$ cat src/rtl/cal_retain_table.sv
`timescale 1ns/1ps
module cal_retain_table #(
  parameter int NCHAIN  = 3,
  parameter int NENTRY  = 6,
  parameter int DW      = 28,
  parameter int ACC_LAT = 2,
  parameter int AW      = $clog2(2*NCHAIN+1),
  parameter int CW      = (NCHAIN > 1) ? $clog2(NCHAIN) : 1,
  parameter int EW      = $clog2(NENTRY)
)(
  input  logic          clk,
  input  logic          rst_n,
  input  logic          reg_wr,
  input  logic [AW-1:0] reg_addr,
  input  logic [31:0]   reg_wdata,
  output logic [31:0]   reg_rdata,
  output logic          rst_valid,
  output logic [CW-1:0] rst_chain,
  output logic [EW-1:0] rst_entry,
  output logic [DW-1:0] rst_data
);
  localparam int MB = 8;
  localparam int AB = 4;
  localparam int LW = (ACC_LAT > 1) ? $clog2(ACC_LAT) : 1;

  logic              en_q, force_q;
  logic [NENTRY-1:0] mask_q;
  logic [CW-1:0]     pch_q;
  logic [EW-1:0]     pen_q;
  logic              ctrl_sel, last_pos;

  logic [NCHAIN-1:0] acc_vec, wrb_vec;
  logic [EW-1:0]     cad_vec [NCHAIN];
  logic [DW-1:0]     dat_vec [NCHAIN];
  logic [DW-1:0]     pick    [NCHAIN];

  logic unused_wd;
  assign unused_wd = ^reg_wdata;

  assign ctrl_sel = reg_wr && (reg_addr == '0);
  assign last_pos = (pch_q == CW'(NCHAIN-1)) && (pen_q == EW'(NENTRY-1));

  always_ff @(posedge clk or negedge rst_n) begin
    if (!rst_n) begin
      en_q    <= 1'b0;
      force_q <= 1'b0;
      mask_q  <= '0;
      pch_q   <= '0;
      pen_q   <= '0;
    end else begin
      if (ctrl_sel) begin
        en_q   <= reg_wdata[0];
        mask_q <= reg_wdata[MB +: NENTRY];
      end
      if (force_q) begin
        if (!en_q || last_pos) begin
          force_q <= 1'b0;
          pch_q   <= '0;
          pen_q   <= '0;
        end else if (pen_q == EW'(NENTRY-1)) begin
          pen_q <= '0;
          pch_q <= pch_q + CW'(1);
        end else begin
          pen_q <= pen_q + EW'(1);
        end
      end else if (ctrl_sel && reg_wdata[1]) begin
        force_q <= 1'b1;
      end
    end
  end

  for (genvar c = 0; c < NCHAIN; c++) begin : g_ch
    logic [DW-1:0] tbl [NENTRY];
    logic [DW-1:0] dreg;
    logic          acc_q, wrb_q;
    logic [EW-1:0] cad_q;
    logic [LW-1:0] cnt_q;
    logic          cmd_sel, dat_sel, in_range;

    assign cmd_sel  = reg_wr && (reg_addr == AW'(2*c+2));
    assign dat_sel  = reg_wr && (reg_addr == AW'(2*c+1));
    assign in_range = int'(cad_q) < NENTRY;

    always_ff @(posedge clk or negedge rst_n) begin
      if (!rst_n) begin
        for (int e = 0; e < NENTRY; e++) tbl[e] <= '0;
        dreg  <= '0;
        acc_q <= 1'b0;
        wrb_q <= 1'b0;
        cad_q <= '0;
        cnt_q <= '0;
      end else begin
        if (dat_sel) dreg <= reg_wdata[DW-1:0];
        if (acc_q) begin
          if (cnt_q == LW'(ACC_LAT-1)) begin
            acc_q <= 1'b0;
            if (in_range) begin
              if (wrb_q) tbl[cad_q] <= dreg;
              else       dreg <= tbl[cad_q];
            end else if (!wrb_q) begin
              dreg <= '0;
            end
          end else begin
            cnt_q <= cnt_q + LW'(1);
          end
        end else if (cmd_sel) begin
          acc_q <= reg_wdata[0];
          wrb_q <= reg_wdata[1];
          cad_q <= reg_wdata[AB +: EW];
          cnt_q <= '0;
        end
      end
    end

    assign acc_vec[c] = acc_q;
    assign wrb_vec[c] = wrb_q;
    assign cad_vec[c] = cad_q;
    assign dat_vec[c] = dreg;
    assign pick[c]    = tbl[pen_q];
  end

  always_comb begin
    reg_rdata = '0;
    if (reg_addr == '0) begin
      reg_rdata[0]            = en_q;
      reg_rdata[1]            = force_q;
      reg_rdata[MB +: NENTRY] = mask_q;
    end
    for (int c = 0; c < NCHAIN; c++) begin
      if (reg_addr == AW'(2*c+1)) reg_rdata[DW-1:0] = dat_vec[c];
      if (reg_addr == AW'(2*c+2)) begin
        reg_rdata[0]        = acc_vec[c];
        reg_rdata[1]        = wrb_vec[c];
        reg_rdata[AB +: EW] = cad_vec[c];
      end
    end
  end

  assign rst_valid = force_q && en_q && mask_q[pen_q];
  assign rst_chain = pch_q;
  assign rst_entry = pen_q;
  assign rst_data  = pick[pch_q];
endmodule


$ cat config.mk
export PLATFORM = sky130hd
export DESIGN_NAME = cal_retain_table
export DESIGN_NICKNAME = d
export VERILOG_FILES = /design/src/rtl/cal_retain_table.sv
export SDC_FILE = /design/constraint.sdc
export NUM_CORES = 1
export LEC_CHECK = 0
export ABC_CLOCK_PERIOD_IN_PS = 1900
export BUFFER_PORTS_ARGS = -buffer_cell sky130_fd_sc_hd__buf_2
export CORE_AREA = 5 5 302 334
export DETAILED_ROUTE_END_ITERATION = 8
export DIE_AREA = 0 0 307 339
export PLACE_DENSITY_LB_ADDON = 0.1
export SLEW_MARGIN = 20
export SYNTH_ARGS = -nofsm -noshare
export SYNTH_HDL_FRONTEND = slang
export SYNTH_SLANG_ARGS = --single-unit
$ cat constraint.sdc
create_clock -name clk -period 1.9 [get_ports clk]
set_input_delay 0 -clock clk [delete_from_list [all_inputs] [get_ports clk]]
set_output_delay 0 -clock clk [all_outputs]
set_load 0.1 [all_outputs]
==> impl_metrics.ini <==
[run_status]
status = finished, violations left
failed_checks = setup timing

[floorplanning]
initial_utilization_pct = 34.8
num_io_pins = 104
dieArea_um2 = 104000
dieHeight_um = 339
rows = 120
dieWidth_um = 307
fp.coreArea_um2 = 96800

[logic_synthesis]
synth_ff_type = dfrtp_1
netlist_instances = 2717
syn_area_um2 = 33700
ys_types = 74
async_reset_ff_share_pct = 100
avgSynthCellArea_um2 = 12.4
ys_ff_latch = 619
seq_area_frac_synth_pct = 45.9
yosysWarnings = 0
synth_edf_count = 0

[setup_path]
crit_chain = and3b_2 -> buf_12 -> buf_8 -> a2111oi_4 -> o32ai_4 -> buf_12
r2r-end = g_ch[1].tbl[11]$_DFFE_PN0P_
path_common_cell = buf_12
r2r_start = g_ch[1].cad_q[1]$_DFFE_PN0P_
path_class = reg -> out
setup.worst_path.end_class = output pin
worstPathArrival_ns = 2.83
slowest_stage = a2111oi_4
worstPathRequired_ns = 1.90
crit_fanout = 8
cp.depth = 6
worstSetupStartpointType = flip-flop
cpPeakStageDelay_ns = 0.69
critical-path-top-delay-family = compound AO/OA/AOI/OAI gates
r2r_setup_slack_ns = -0.18
critPathBufInv = 3
r2r_cells = 6

[sta]
fin_worst_skew_ns = 0.0294
tns_ns = -39.78
maxSlewHeadroom_pct = 48.9
period_share_pct = 149
timing.final.ws_setup_ns = -0.932
fin_crit_ns = 2.83
max_freq_mhz = 353
drv_slew = 0
setup_viol = 235
hold_violations = 0
hold_ws_ns = 0.0440
rsz0062_at_grt = true
tightest_slew_ns = 0.767

[global_routing]
antenna_found_initial = 6
grt_pass1_wl_um = 201000
gr-usage-all-layers_pct = 26.1
grt_pass1_vias = 27600
grt_max_degree = 84
gr-total-overflow = 0

[route]
drtPass1Iterations = 6
ant_nets = 0
drt-initial-drc-count = 2003
drc = 0
routed_wl_um = 143000
via_per_inst = 5.83
num_vias = 26600
wl_per_cell_um = 31.3

[layout]
nNetsFinal = 3261
fillers = 8489
fin_area_um2 = 46800
area_growth_pct = 38.7
layout-drive-gt1-share_pct = 51.7

[power]
p_sw_mw = 21.7
ir_drop_v = 0.000802
swShare_pct = 38.6
p_int_mw = 34.5
p_clk_share_pct = 26.1
pwr-share-seq_pct = 32.4
power_leakage_nw = 21.3
combPwrFrac_pct = 41.5
power_mw = 56.1
power_per_cell_area_nw_per_um2 = 1200

[cts]
cts_root_buffer = clkbuf_16
cts_buffers = 73
cts_buffer_depth = 3
clk_pin_slew_ns = 0.06
htree_levels = 3
worstSkewPairLatency_ns = 0.64
tritoncts = built
clock-sinks = 619

[placement]
post-place-ws_ns = -0.640
port_buffers = 95
gp_congestion = 0.853
hpwl_um = 94400
post_dp_cell_area_um2 = 39900

[flow_run]
maxCapViolations = 0

[worst_hold_path]
hp-class = in -> async
[layout by cell type (no fill, tap or decap), drive strengths merged, types with 14 or more instances in the layout]
cell	n
a211oi	20
dlygate4sd3	29
o21ai	188
o2bb2ai	61
inv	19
a221o	20
a22oi	14
nand2	72
mux2i	323
a21oi	60
nor2	94
clkbuf	125
o32ai	22
and2	22
a2111oi	17
mux2	587
nor2b	41
nor3	15
dfrtp	619
nand3b	22
o22ai	50
mux4	60
a221oi	34
buf	620
[final cells by class]
type	count	area (um^2)	share of cell area (%)
clock buffers	110	2160	4.61
flip-flops and latches	619	15600	33.3
well taps	1281	1600	3.43
inverters	18	80.1	0.171
multi-input cells	1845	19200	40.9
clock inverters	22	305	0.653
diodes	5	12.5	0.0267
repair buffers	665	7910	16.9
[worst register-to-register path: stages, from the launching register on]
cell      delay [ns]
dfrtp_2         0.43
buf_6           0.12
buf_6           0.10
nand4b_4        0.21
nor3_4          0.40
buf_6           0.31
mux2_2          0.37
[state kept, by name (all words and copies together) (netlist names)]
signal	cells
force_q	1
mask_q	6
en_q	1
g_ch.tbl	504
g_ch.cad_q	9
g_ch.dreg	84
rst_chain	2
g_ch.wrb_q	3
rst_entry	3
g_ch.cnt_q	3
g_ch.acc_q	3
[layer usage]
metal / routed length [um] / track usage [%] / vias up
met4: 5340 / 8.62 / 0
li1: - / - / 11300
met2: 66600 / 41.8 / 1022
met3: 10500 / 5.49 / 247
met5: 0 / 0 / -
met1: 60600 / 35.4 / 14000
[cell usage after synthesis (7+ instances only)]
library cell	n	area, um^2
nor2b_1	41	257
a211oi_1	20	150
nor3_1	9	45.0
nor2_1	91	342
buf_6	10	113
a2bb2oi_1	8	70.1
buf_4	45	338
clkbuf_1	83	312
o21ai_0	188	941
mux4_2	60	1350
buf_2	87	435
nand2_1	72	270
o221ai_1	13	114
dfrtp_1	619	15500
a2111oi_0	17	149
a221o_1	20	200
nand3b_1	22	165
and2_1	21	131
buf_1	9	33.8
a22oi_1	14	105
o32ai_1	22	193
a221oi_1	34	298
mux2_4	40	601
o2bb2ai_1	61	534
o21a_1	7	52.6
nand2b_1	8	50.1
o22ai_1	50	313
nand3_1	10	50.1
mux2i_1	323	3230
a22o_1	7	61.3
a21oi_1	60	300
mux2_2	543	6110
inv_1	16	60.1
[power groups by stage]
stage	clock network (mW)	registers [mW]	logic, mW
final	14.7	18.2	23.3
after global routing	15.4	18.4	24.1
after CTS	15.0	18.1	21.8
after detailed placement	0	18.5	18.8
after global placement	0	18.4	18.7
after floorplan	0	17.3	10.8
[worst max path at each step]
stage | start | to
after global placement | rst_entry[1]$_DFFE_PN0P_ | rst_data[19]
after detailed placement | rst_entry[2]$_DFFE_PN0P_ | rst_data[5]
final | rst_entry[2]$_DFFE_PN0P_ | rst_data[23]
after CTS | rst_entry[2]$_DFFE_PN0P_ | rst_data[20]
after floorplan | rst_entry[2]$_DFFE_PN0P_ | rst_data[21]
after global routing | rst_entry[1]$_DFFE_PN0P_ | rst_data[20]
[kinds of logic (layout without fill, tap and decap cells)]
logic type	after synthesis	count (layout)	share of synthesized area (%)
AO/OA/AOI/OAI	553	553	11.1
adder cells (fa/ha/maj)	1	1	0.0371
buffers and inverters	256	815	4.00
flip-flops	619	619	45.9
multiplexers	970	970	33.6
other	1	9	0.0111
AND/OR/NAND/NOR	317	317	5.23
[per-stage QoR]
| stage | instances | util [%] |
|---|---|---|
| 6_report | 4565 | 48.3 |
| 2_1_floorplan | 2720 | - |
| 4_1_cts | 4479 | 46.4 |
| 3_3_place_gp | 4251 | 41.3 |
| 3_5_place_dp | 4251 | 41.3 |
| 5_1_grt | 4560 | 48.3 |
[repair_timing]
| item | 4_1_cts | 5_1_grt |
|---|---|---|
| gates cloned | 9 | 17 |
| endpoints found under the hold margin | 567 | 0 |
| pin swaps | 51 | 82 |
| setup buffers | 73 | 86 |
| endpoints found under the setup margin | 201 | 303 |
| hold buffers | 30 | 0 |
| gates resized for setup | 384 | 294 |
Note: power is estimated with default switching activity, not from simulation.
